<file path="src/rtl/tpd_pkg.sv">
package tpd_pkg;

    // Widest count supported by the internal datapath
    localparam int CNT_W = 12;
    // Remaining-cycle counter must hold cnt64 + 1
    localparam int REM_W = CNT_W + 1;

    localparam logic [1:0] SEL_64 = 2'b00;
    localparam logic [1:0] SEL_65 = 2'b01;
    localparam logic [1:0] SEL_72 = 2'b10;

    typedef enum logic [1:0] {
        PH_72 = 2'd0,
        PH_65 = 2'd1,
        PH_64 = 2'd2
    } phase_e;

    typedef struct packed {
        logic [CNT_W-1:0] n64;
        logic [CNT_W-1:0] n65;
        logic [CNT_W-1:0] n72;
        logic             carry;
    } cfg_t;

    typedef struct packed {
        phase_e           phase;
        logic [REM_W-1:0] rem;
    } seq_t;

    // Length of the 64 phase minus one
    function automatic logic [REM_W-1:0] last64(input logic [CNT_W-1:0] n);
        return {1'b0, n} + REM_W'(1);
    endfunction

endpackage

</file>
<file path="src/rtl/tpd_cfg_latch.sv">
module tpd_cfg_latch
    import tpd_pkg::*;
#(
    parameter int A_W = 12,
    parameter int B_W = 12,
    parameter int C_W = 8
) (
    input  logic           clk,
    input  logic           rst,
    input  logic           load,
    input  logic [A_W-1:0] n64_in,
    input  logic [B_W-1:0] n65_in,
    input  logic [C_W-1:0] n72_in,
    input  logic           carry_in,
    output cfg_t           cfg_q,
    output cfg_t           cfg_d
);

    cfg_t cfg_port;

    always_comb begin
        cfg_port.n64   = CNT_W'(n64_in);
        cfg_port.n65   = CNT_W'(n65_in);
        cfg_port.n72   = CNT_W'(n72_in);
        cfg_port.carry = carry_in;
    end

    // Value in force for the cycle after the coming edge
    assign cfg_d = (rst || load) ? cfg_port : cfg_q;

    always_ff @(posedge clk) begin
        cfg_q <= cfg_d;
    end

endmodule

</file>
<file path="src/rtl/tpd_phase_seq.sv">
module tpd_phase_seq
    import tpd_pkg::*;
(
    input  logic clk,
    input  logic rst,
    input  cfg_t cfg_q,
    input  cfg_t cfg_d,
    output seq_t seq_q,
    output logic period_end
);

    seq_t seq_n;
    logic phase_done;

    assign phase_done = (seq_q.rem == '0);
    assign period_end = phase_done && (seq_q.phase == PH_64);

    always_comb begin
        seq_n = seq_q;
        if (!phase_done) begin
            seq_n.rem = seq_q.rem - REM_W'(1);
        end else begin
            unique case (seq_q.phase)
                PH_72: begin
                    if (cfg_q.n65 != '0) begin
                        seq_n.phase = PH_65;
                        seq_n.rem   = {1'b0, cfg_q.n65} - REM_W'(1);
                    end else begin
                        seq_n.phase = PH_64;
                        seq_n.rem   = last64(cfg_q.n64);
                    end
                end
                PH_65: begin
                    seq_n.phase = PH_64;
                    seq_n.rem   = last64(cfg_q.n64);
                end
                default: begin
                    seq_n.phase = PH_72;
                    seq_n.rem   = {1'b0, cfg_d.n72};
                end
            endcase
        end
    end

    always_ff @(posedge clk) begin
        if (rst) begin
            seq_q.phase <= PH_72;
            seq_q.rem   <= {1'b0, cfg_d.n72};
        end else begin
            seq_q <= seq_n;
        end
    end

endmodule

</file>
<file path="src/rtl/tpd_sel_decode.sv">
module tpd_sel_decode
    import tpd_pkg::*;
(
    input  seq_t       seq_q,
    input  cfg_t       cfg_q,
    output logic [1:0] sel,
    output logic       pulse
);

    logic first64;

    assign first64 = (seq_q.rem == last64(cfg_q.n64));

    always_comb begin
        unique case (seq_q.phase)
            PH_72:   sel = SEL_72;
            PH_65:   sel = SEL_65;
            default: sel = (cfg_q.carry && first64) ? SEL_65 : SEL_64;
        endcase
    end

    assign pulse = (seq_q.phase == PH_64) && (seq_q.rem == '0);

endmodule

</file>
<file path="src/rtl/tri_mod_divider.sv">
module tri_mod_divider
    import tpd_pkg::*;
#(
    parameter int A_W = 12,
    parameter int B_W = 12,
    parameter int C_W = 8
) (
    input  logic           clk,
    input  logic           rst,
    input  logic [A_W-1:0] cnt64,
    input  logic [B_W-1:0] cnt65,
    input  logic [C_W-1:0] cnt72,
    input  logic           frac_carry,
    output logic [1:0]     mod_sel,
    output logic           div_pulse
);

    cfg_t cfg_q;
    cfg_t cfg_d;
    seq_t seq_q;
    logic period_end;

    tpd_cfg_latch #(.A_W(A_W), .B_W(B_W), .C_W(C_W)) u_cfg (
        .clk      (clk),
        .rst      (rst),
        .load     (period_end),
        .n64_in   (cnt64),
        .n65_in   (cnt65),
        .n72_in   (cnt72),
        .carry_in (frac_carry),
        .cfg_q    (cfg_q),
        .cfg_d    (cfg_d)
    );

    tpd_phase_seq u_seq (
        .clk        (clk),
        .rst        (rst),
        .cfg_q      (cfg_q),
        .cfg_d      (cfg_d),
        .seq_q      (seq_q),
        .period_end (period_end)
    );

    tpd_sel_decode u_dec (
        .seq_q (seq_q),
        .cfg_q (cfg_q),
        .sel   (mod_sel),
        .pulse (div_pulse)
    );

endmodule

</file>
<file path="config.mk">
export PLATFORM = sky130hd
export DESIGN_NAME = tri_mod_divider
export DESIGN_NICKNAME = d
export VERILOG_FILES = /design/src/rtl/tpd_pkg.sv /design/src/rtl/tpd_cfg_latch.sv /design/src/rtl/tpd_phase_seq.sv /design/src/rtl/tpd_sel_decode.sv /design/src/rtl/tri_mod_divider.sv
export SDC_FILE = /design/constraint.sdc
export NUM_CORES = 1
export LEC_CHECK = 0
export BUFFER_PORTS_ARGS = -buffer_cell sky130_fd_sc_hd__buf_2
export CAP_MARGIN = 20
export CORE_MARGIN = 2
export CORE_UTILIZATION = 35
export CTS_CLUSTER_SIZE = 40
export DETAILED_ROUTE_END_ITERATION = 10
export PLACE_DENSITY = 0.53
export SETUP_SLACK_MARGIN = 0.2
export SLEW_MARGIN = 40
export SYNTH_ARGS = -nofsm -noshare
export SYNTH_HDL_FRONTEND = slang
export SYNTH_SLANG_ARGS = --single-unit
</file>
<file path="constraint.sdc">
create_clock -name clk -period 5.04 [get_ports clk]
set_clock_uncertainty 0.15 [all_clocks]
set_input_delay 0.252 -clock clk [delete_from_list [all_inputs] [get_ports clk]]
set_output_delay 0.252 -clock clk [all_outputs]
set_load 0.05 [all_outputs]
</file>
# ---- Word level (Yosys, flattened, before mapping)
# Cells that the tools add are included.
dict set report word_totals {
  register_bits 52
  in_bits 35
  output_inout_bits 3
  wordCells 26
}
dict set report op_classes {
  add_sub_neg 3
  n_eq_ne 3
  n_mux 7
  n_reduce_logical 6
}
# cell count
set ops {}
lappend ops {{one-hot mux 15 bit (2 select lines)} 1}
lappend ops {{2-to-1 mux 13 bit} 2}
lappend ops {{2-to-1 mux 15 bit} 1}
lappend ops {{adder 12 x 1 -> 13 bit (second input constant)} 1}
lappend ops {{== test 13 bit} 1}
lappend ops {{zero test 13 bit} 1}
lappend ops {{subtractor 12 x 1 -> 13 bit (second input constant)} 1}
lappend ops {{subtractor 13 x 1 -> 13 bit (second input constant)} 1}
lappend ops {{2-to-1 mux 12 bit} 1}
lappend ops {{nonzero test 12 bit} 1}
lappend ops {{one-hot mux 2 bit (2 select lines)} 1}
lappend ops {{== test 2 x 1 -> 1 bit (second input constant)} 1}
lappend ops {{== test 2 bit (second input constant)} 1}
lappend ops {{logical AND 1 bit} 2}
lappend ops {{zero test 2 bit} 1}
lappend ops {{logical OR 1 bit} 1}
lappend ops {{2-to-1 mux 1 bit} 1}

# ---- Depth between registers and ports, before layout
# Gate-level depths: netlist of the first run.
dict set report logic_depth {
  word_depth 7
  ltp_mapped 11
  depth_no_buf 8
}

# ---- Modules after synthesis
# From an unflattened synthesis of the first run, not the netlist that was laid out.
dict set report unflattened {
  hier_cells 372
  hier_area_um2 3339.5
}
# mod n_inst cells_each area_per_inst_um2 seq_area_each_um2
set by_module_without_submodules {}
lappend by_module_without_submodules {tpd_phase_seq 1 213 1501.4 300.3}
lappend by_module_without_submodules {tpd_cfg_latch 1 78 1296.2 740.7}
lappend by_module_without_submodules {tpd_sel_decode 1 81 541.8 0.0}

# ---- Least setup slack after synthesis of the first run
# No wires, ideal clock.
dict set report synth_timing {
  path_kind {register to register}
  from {reg u_seq.seq_q[7] (netlist name)}
  to {reg u_cfg.cfg_q[0] (netlist name)}
  setup_ns 0.380
  t_arrival_ns 2.642
  t_required_ns 4.510
  slack_ns 1.867
  stages_incl_launch_ff 8
  path_buffers 3
  synth_period_minus_slack_ns 3.173
  cell_sequence {dfxtp_1 -> buf_2 -> or4_1 -> buf_2 -> nor4_4 -> nor2_2 -> clkbuf_1 -> inv_1}
}
dict set report synth_via {
  elab_chain_len 3
}
# element line_no
set synth_rtl {}
lappend synth_rtl {{zero test 13 bit} --}
lappend synth_rtl {{logical AND 1 bit} --}
lappend synth_rtl {{net div_pulse} tri_mod_divider.sv:15} ;# output logic div_pulse
lappend synth_rtl {{logical OR 1 bit} tpd_cfg_latch.sv:29} ;# assign cfg_d = (rst || load) ? cfg_port : cfg_q;
# The timed path passes the listed nets, and every way through them passes these cells.
# A chain may end at the register's enable or synchronous reset.

# ---- Final worst setup path of the first run
dict set report layout_timing {
  from {reg u_cfg.cfg_q[30] (netlist name)}
  to {out mod_sel[0]}
}
dict set report layout_via {
  elab_chain_len 5
}
# element line_no
set layout_rtl {}
lappend layout_rtl {{adder 12 x 1 -> 13 bit} tpd_pkg.sv:32} ;# return {1'b0, n} + REM_W'(1);
lappend layout_rtl {{== test 13 bit} tpd_sel_decode.sv:12} ;# assign first64 = (seq_q.rem == last64(cfg_q.n64));
lappend layout_rtl {{logical AND 1 bit} tpd_sel_decode.sv:18} ;# default: sel = (cfg_q.carry && first64) ? SEL_65 : SEL_64;
lappend layout_rtl {{2-to-1 mux 1 bit} tpd_sel_decode.sv:18}
lappend layout_rtl {{one-hot mux 2 bit (2 select lines)} tpd_sel_decode.sv:15} ;# unique case (seq_q.phase)
lappend layout_rtl {{end: declaration} tri_mod_divider.sv:14} ;# output logic [1:0] mod_sel,
# Every way passes these cells.

==> results of run 1 <==
## per-stage QoR
stage / instance area (µm²) / total power [mW] / utilization (%) / instances
floorplan: 2900 / 0.641 / - / 299
global placement: 3140 / 0.693 / 38.6 / 423
finish: 3510 / 0.970 / 43.1 / 456
CTS: 3500 / 0.976 / 43.0 / 456
detailed placement: 3140 / 0.693 / 38.6 / 423
global route: 3510 / 1.02 / 43.1 / 456
## power breakdown
group,switching [mW],total [mW],internal (mW)
Combinational,0.0851,0.175,0.0900
Sequential,0.0452,0.525,0.480
Clock,0.142,0.269,0.128
Total,0.272,0.970,0.698
## worst reg2reg max path, stage by stage, from the launching register on
cell and delay (ns):
dfxtp_1 0.37, inv_1 0.07, ha_1 0.17, or3b_4 0.43
or2_1 0.34, or4_1 0.76, or4_1 0.55, o21ai_1 0.08
a21oi_1 0.05
## routing by layer
layer	track usage, %	vias to the layer above	wire length, µm
met3	2.85	6	367
li1	-	1215	-
met5	0	-	0
met1	23.8	1174	3410
met2	30.0	72	3440
met4	3.86	0	63
## path summary, 6_finish.rpt
path | slack (ns) | end
setup / recovery | 1.74 | mod_sel[0]
hold / removal | 0.02 | u_cfg.cfg_q[7]
setup reg to reg | 1.96 | u_seq.seq_q[0]
hold reg to reg | 0.31 | u_cfg.cfg_q[7]
## area by class of cell
type,instances,area [µm²]
repair buffers,64,450
fillers,785,4630
inverters,8,30.0
clock buffers,6,93.8
multi-input cells,219,1500
flip-flops and latches,52,1290
well taps,105,131
clock inverters,2,11.3
## flip-flops by register name, summed over array words and instances, names as in the netlist
| name | flops |
|---|---|
| u_cfg.cfg_q | 37 |
| u_seq.seq_q | 15 |
## kinds of logic after synthesis
family          count (synthesis)
simple gates                  108
compound gates                 62
flops                          52
xor+xnor                       35
buf+inv                        28
mux                            11
fa+ha+maj                       3
## cell usage after synthesis, drive strengths merged (2+ instances only)
master,count
a211oi,4
a21o,2
a21oi,15
a221o,3
a31o,2
a31oi,6
and2,4
and3,3
buf,6
clkbuf,14
dfxtp,27
edfxtp,25
ha,3
inv,8
mux2,9
mux2i,2
nand2,18
nand2b,3
nand3,16
nand4,2
nor2,25
nor3,12
nor4,8
o211ai,2
o21ai,6
o221ai,4
o311ai,2
o31ai,4
or3,4
or4,8
or4b,2
xnor2,20
xor2,15
==> results.sh, run 1 <==
export IMPL_avgSynthCellArea_um2=9.70
export IMPL_grt_first_pass_wirelength_mm=12.1
export IMPL_ys_async_sr_fraction_pct=0
export IMPL_synth_seq_area_share_pct=44.5
export IMPL_fmax_mhz=303
export IMPL_yosys_warnings=0
export IMPL_fp_coreArea_um2=8130
export IMPL_die_height_um=95.0
export IMPL_min_path_cells=3
export IMPL_synthMuxAreaShare_pct=4.32
export IMPL_final_cell_mix="buf_2, dfxtp_1, dlygate4sd3_1, edfxtp_1, nor2_1"
export IMPL_port_buffer_count=37
export IMPL_p_leak_nw=1.28
export IMPL_dr_total_vias=2467
export IMPL_first_pass_iters=4
export IMPL_synthFlopType="dfxtp_1"
export IMPL_yosysTopAreaCell="edfxtp_1"
export IMPL_critical_path_depth=7
export IMPL_post_cts_buffers=0
export IMPL_worstPathArrival_ns=2.90
export IMPL_hold_violations=0
export IMPL_rsz0062_at_grt="no"
export IMPL_start_util_pct=35.6
export IMPL_die_w_um=95.0
export IMPL_place_hpwl_mm=5.35
export IMPL_pwr_density_cell_nw_per_um2=276
export IMPL_area_delta_synth_final_pct=21.0
export IMPL_clk_path_buf_depth=2
export IMPL_maxCapViolations=0
export IMPL_fin_ws_ns=1.74
export IMPL_drtAntennaViolNets=0
export IMPL_rows=33
export IMPL_cts_resized=0
export IMPL_rr_startpoint="u_seq.seq_q[0]"
export IMPL_max_stage_delay_ns=0.45
export IMPL_root_buffer="clkbuf_8"
export IMPL_grt_total_usage_pct=17.7
export IMPL_yosys_area_share_adder_pct=1.29
export IMPL_worst_slew_pin_transition_ns=0.671
export IMPL_yosys_register_bits=52
export IMPL_num_antenna_cells=0
export IMPL_reg2regPathDepth=8
export IMPL_cts_buffers_inserted=5
export IMPL_grt_max_degree=27
export IMPL_hold_buffers=25
export IMPL_synth_compound_area_share_pct=15.0
export IMPL_crit_buf_inv=1
export IMPL_holdCritPathClass="in -> reg"
export IMPL_cp_common_cell="nor3_1"
export IMPL_hold_path_startpoint="cnt72[6]"
export IMPL_crit_path_top_delay_cell="edfxtp_1"
export IMPL_synth_xor_xnor_area_share_pct=10.6
export IMPL_synthSimpleGateAreaFrac_pct=20.2
export IMPL_clk_pin_slew_ns=0.10
export IMPL_gp_congestion=0.902
export IMPL_cts_tree="yes"
export IMPL_synth_top_family_by_area="simple AND/OR/NAND/NOR gates"
export IMPL_endpoint_kind="output port"
export IMPL_drive_above_1_share_pct=18.2
export IMPL_cts_sinks=52
export IMPL_critPathLaunch="u_cfg.cfg_q[30]"
export IMPL_syn_cell_area_um2=2900
export IMPL_clkLatencyLatePin_ns=0.31
export IMPL_layout_nets=388
export IMPL_wl_mm=7.28
export IMPL_maxSlewViolCount=0
export IMPL_die_area_um2=9030
export IMPL_viasPerCell=5.41
export IMPL_path_cells="nand3_1, nor3_1, mux2_2, or4_1, nor3_1, a32o_1, buf_2"
export IMPL_synth_edff_count=25
export IMPL_path_class="reg -> out"
export IMPL_synthesis_nets=337
export IMPL_wire_per_inst_um=16.0
export IMPL_setup_viol=0
export IMPL_holdWs_ns=0.0221
export IMPL_drt_iter0_markers=185
export IMPL_grt_pass1_vias=2399
export IMPL_min_period_over_period_pct=65.5
export IMPL_layout_commonest_cell="buf_2"
export IMPL_cp_max_fo=8
export IMPL_finalCriticalPeriod_ns=3.30
export IMPL_pre_cts_ws_ns=2.01
export IMPL_yosysTopAreaCellShare_pct=25.9
export IMPL_yosysUniqueCellTypes=57
export IMPL_final_setup_tns_ns=0
export IMPL_status="finished clean"
export IMPL_grt_overflow_total=0
export IMPL_critPathTopFamily="simple AND/OR/NAND/NOR gates"
export IMPL_synthTopCellsByArea="edfxtp_1, dfxtp_1, xnor2_1, xor2_1, mux2_2"
export IMPL_cp_required_ns=4.64
export IMPL_htreeDepth=2
export IMPL_route_detailed_drc=0
export IMPL_pin_count=38
export IMPL_antenna_found_initial=0
export IMPL_syn_inst=299
export IMPL_maxSlewHeadroom_pct=55.2
export IMPL_peakVddDrop_mv=0.115
export IMPL_critPathLaunchType="flop"
Note: power is estimated with default switching activity, not from simulation.
==> run 2, diff against run 1 <==
--- a/config.mk
+++ b/config.mk
@@ -5,13 +5,14 @@
 export SDC_FILE = /design/constraint.sdc
 export NUM_CORES = 1
 export LEC_CHECK = 0
+export ABC_AREA = 1
 export BUFFER_PORTS_ARGS = -buffer_cell sky130_fd_sc_hd__buf_2
 export CAP_MARGIN = 20
 export CORE_MARGIN = 2
 export CORE_UTILIZATION = 35
 export CTS_CLUSTER_SIZE = 40
 export DETAILED_ROUTE_END_ITERATION = 10
-export PLACE_DENSITY = 0.53
+export PLACE_DENSITY = 0.52
 export SETUP_SLACK_MARGIN = 0.2
 export SLEW_MARGIN = 40
 export SYNTH_ARGS = -nofsm -noshare
==> constraint.sdc (replaced) <==
create_clock -name clk -period 3.19 [get_ports clk]
set_clock_uncertainty 0.15 [all_clocks]
set_input_delay 0.1595 -clock clk [delete_from_list [all_inputs] [get_ports clk]]
set_output_delay 0.1595 -clock clk [all_outputs]
set_load 0.05 [all_outputs]
==> results.sh, run 2 <==
export IMPL_htreeDepth=2
export IMPL_pwr_density_cell_nw_per_um2=380
export IMPL_endpoint_kind="output port"
export IMPL_die_area_um2=10200
export IMPL_top_regs="u_cfg.cfg_q: 37 flops, u_seq.seq_q: 15 flops"
export IMPL_drive_above_1_share_pct=14.7
export IMPL_min_to="u_seq.seq_q[13]"
export IMPL_switchingPower_mw=0.473
export IMPL_path_class="reg -> out"
export IMPL_maxSlewViolCount=0
export IMPL_gp_congestion=0.943
export IMPL_clk_path_buf_depth=2
export IMPL_rows=35
export IMPL_area_delta_synth_final_pct=21.6
export IMPL_ys_async_sr_fraction_pct=0
export IMPL_synthFlopType="dfxtp_1"
export IMPL_viasPerCell=4.89
export IMPL_worstPathArrival_ns=2.31
export IMPL_cts_buffers_inserted=5
export IMPL_cp_required_ns=2.88
export IMPL_status="finished clean"
export IMPL_synthTopCellsByArea="edfxtp_1, dfxtp_1, nand2_1, nand3_1, inv_1"
export IMPL_min_path_cells=2
export IMPL_p_leak_nw=1.80
export IMPL_wl_mm=8.86
export IMPL_layout_nets=573
export IMPL_cts_sinks=52
export IMPL_fmax_mhz=382
export IMPL_setup_viol=0
export IMPL_synthesis_nets=502
export IMPL_worst_slew_pin_transition_ns=0.665
export IMPL_dr_total_vias=3162
export IMPL_dp_cells=606
export IMPL_min_period_over_period_pct=82.1
export IMPL_p_total_mw=1.51
export IMPL_synth_seq_area_share_pct=39.4
export IMPL_hold_path_startpoint="rst"
export IMPL_grt_max_degree=30
export IMPL_pin_count=38
export IMPL_die_height_um=101
export IMPL_syn_cell_area_um2=3280
export IMPL_maxSlewHeadroom_pct=55.5
export IMPL_cp_max_fo=9
export IMPL_grt_first_pass_wirelength_mm=14.4
export IMPL_p_sw_share_pct=31.3
export IMPL_clkLatencyLatePin_ns=0.32
export IMPL_combinationalPowerShare_pct=20.4
export IMPL_yosysTopAreaCellShare_pct=22.9
export IMPL_start_util_pct=35.8
export IMPL_yosysTopAreaCell="edfxtp_1"
export IMPL_r2r_setup_slack_ns=0.78
export IMPL_largest_reg_flops=37
export IMPL_grt_total_usage_pct=18.4
export IMPL_finalCriticalPeriod_ns=2.62
export IMPL_syn_inst=464
export IMPL_hold_violations=0
export IMPL_pre_cts_ws_ns=0.758
export IMPL_grt_overflow_total=0
export IMPL_layout_commonest_cell="nand2_1"
export IMPL_reg2regPathDepth=5
export IMPL_multiInputGateArea_um2=1700
export IMPL_yosys_register_bits=52
export IMPL_p_int_mw=1.04
export IMPL_power_frac_clock_pct=26.7
export IMPL_yosys_warnings=0
export IMPL_die_w_um=101
export IMPL_rsz0062_at_grt="no"
export IMPL_synth_most_common_cell="nand2_1"
export IMPL_first_pass_iters=4
export IMPL_wire_per_inst_um=13.7
export IMPL_fillers=934
export IMPL_grt_pass1_vias=2990
export IMPL_regMostFlops="u_cfg.cfg_q"
export IMPL_regArea_um2=1290
export IMPL_route_detailed_drc=0
export IMPL_yosysUniqueCellTypes=37
export IMPL_final_cell_mix="nand2_1, inv_1, nand3_1"
export IMPL_avgSynthCellArea_um2=7.07
export IMPL_p_seq_share_pct=52.9
export IMPL_fin_ws_ns=0.570
export IMPL_drtAntennaViolNets=0
export IMPL_antenna_found_initial=0
export IMPL_r2r_end="u_cfg.cfg_q[17]"
export IMPL_num_antenna_cells=0
export IMPL_holdCritPathClass="in -> reg"
export IMPL_fp_coreArea_um2=9150
export IMPL_rr_startpoint="u_seq.seq_q[14]"
export IMPL_final_setup_tns_ns=0
export IMPL_port_buffer_count=37
export IMPL_synth_edff_count=25
export IMPL_drt_iter0_markers=188
export IMPL_finalNonFillerCells=647
export IMPL_root_buffer="clkbuf_8"
export IMPL_place_hpwl_mm=6.88
export IMPL_synthTopCellsByCount="nand2_1, inv_1, nand3_1"
export IMPL_holdWs_ns=0.0662
export IMPL_clk_pin_slew_ns=0.10
export IMPL_maxCapViolations=0
export IMPL_peakVddDrop_mv=0.153
export IMPL_critPathLaunchType="flop"
export IMPL_cts_tree="yes"
run 2: cell count changes in the layout (fill, tap and decap cells not counted), sizes merged, moves of 14 or more:
cell   before  now
nand2      18  147
inv         9   61
nor2       25   57
o21ai       6   20
nand3      16   55
xnor2      20    2
run 2: worst max-delay path, stage by stage, from the launching register on:
cell	delay, ns
edfxtp_1	0.48
ha_1	0.37
nand3_1	0.15
nand2_1	0.13
nand2_1	0.08
nand2_1	0.06
nand3_1	0.07
nor2_1	0.08
nand2_1	0.05
nor2_1	0.11
nand3_1	0.09
nand2_1	0.06
buf_2	0.26
run 2: power groups by stage:
stage          clock network (mW)  logic (mW)  registers [mW]
2_1_floorplan                   0       0.213           0.796
3_3_place_gp                    0       0.275           0.815
3_5_place_dp                    0       0.277           0.816
4_1_cts                     0.414       0.309           0.801
5_1_grt                     0.435       0.352           0.808
6_report                    0.404       0.309           0.802
run 2: metrics by stage:
| step | util, % | instance area [µm²] |
|---|---|---|
| detailed placement | 38.9 | 3560 |
| CTS | 43.6 | 3990 |
| global placement | 38.9 | 3560 |
| finish | 43.6 | 3990 |
| floorplan | - | 3280 |
| global route | 43.6 | 3990 |
run 2: worst max-delay path by stage:
stage,from,to,depth (start not counted)
after floorplan,u_seq.seq_q[0],div_pulse,6
after global placement,u_seq.seq_q[14],u_cfg.cfg_q[0],5
after detailed placement,u_seq.seq_q[14],u_cfg.cfg_q[14],5
after CTS,u_cfg.cfg_q[25],mod_sel[0],12
after global routing,u_cfg.cfg_q[25],mod_sel[0],12
final,u_cfg.cfg_q[25],mod_sel[0],12
run 2: layout make-up:
| type | count | area share, % |
|---|---|---|
| well taps | 111 | 3.48 |
| inverters | 62 | 5.96 |
| clock inverters | 3 | 0.627 |
| clock buffers | 5 | 1.73 |
| multi-input cells | 342 | 42.5 |
| repair buffers | 72 | 13.3 |
| flip-flops and latches | 52 | 32.4 |
run 2: cells by family after synthesis:
| logic type | count (synthesis) | share of synthesized area (%) |
|---|---|---|
| AND/OR/NAND/NOR | 286 | 40.6 |
| buffers and inverters | 70 | 8.92 |
| flip-flops | 52 | 39.4 |
| AO/OA/AOI/OAI | 44 | 7.55 |
| XOR/XNOR | 9 | 2.40 |
| adder cells (fa/ha/maj) | 3 | 1.14 |
run 2: timing repair:
item	in CTS	in global routing
setup buffers	0	0
hold endpoints to repair	33	0
hold buffers	33	0
setup endpoints to repair	0	0
resized for setup	0	0
run 2: layer usage:
metal,global-route usage [%],vias to the layer above,share of wire (%)
met5,0,-,0
met4,5.80,0,2.0
met3,2.29,13,2.7
met2,32.1,47,49
met1,23.5,1458,46
li1,-,1644,-
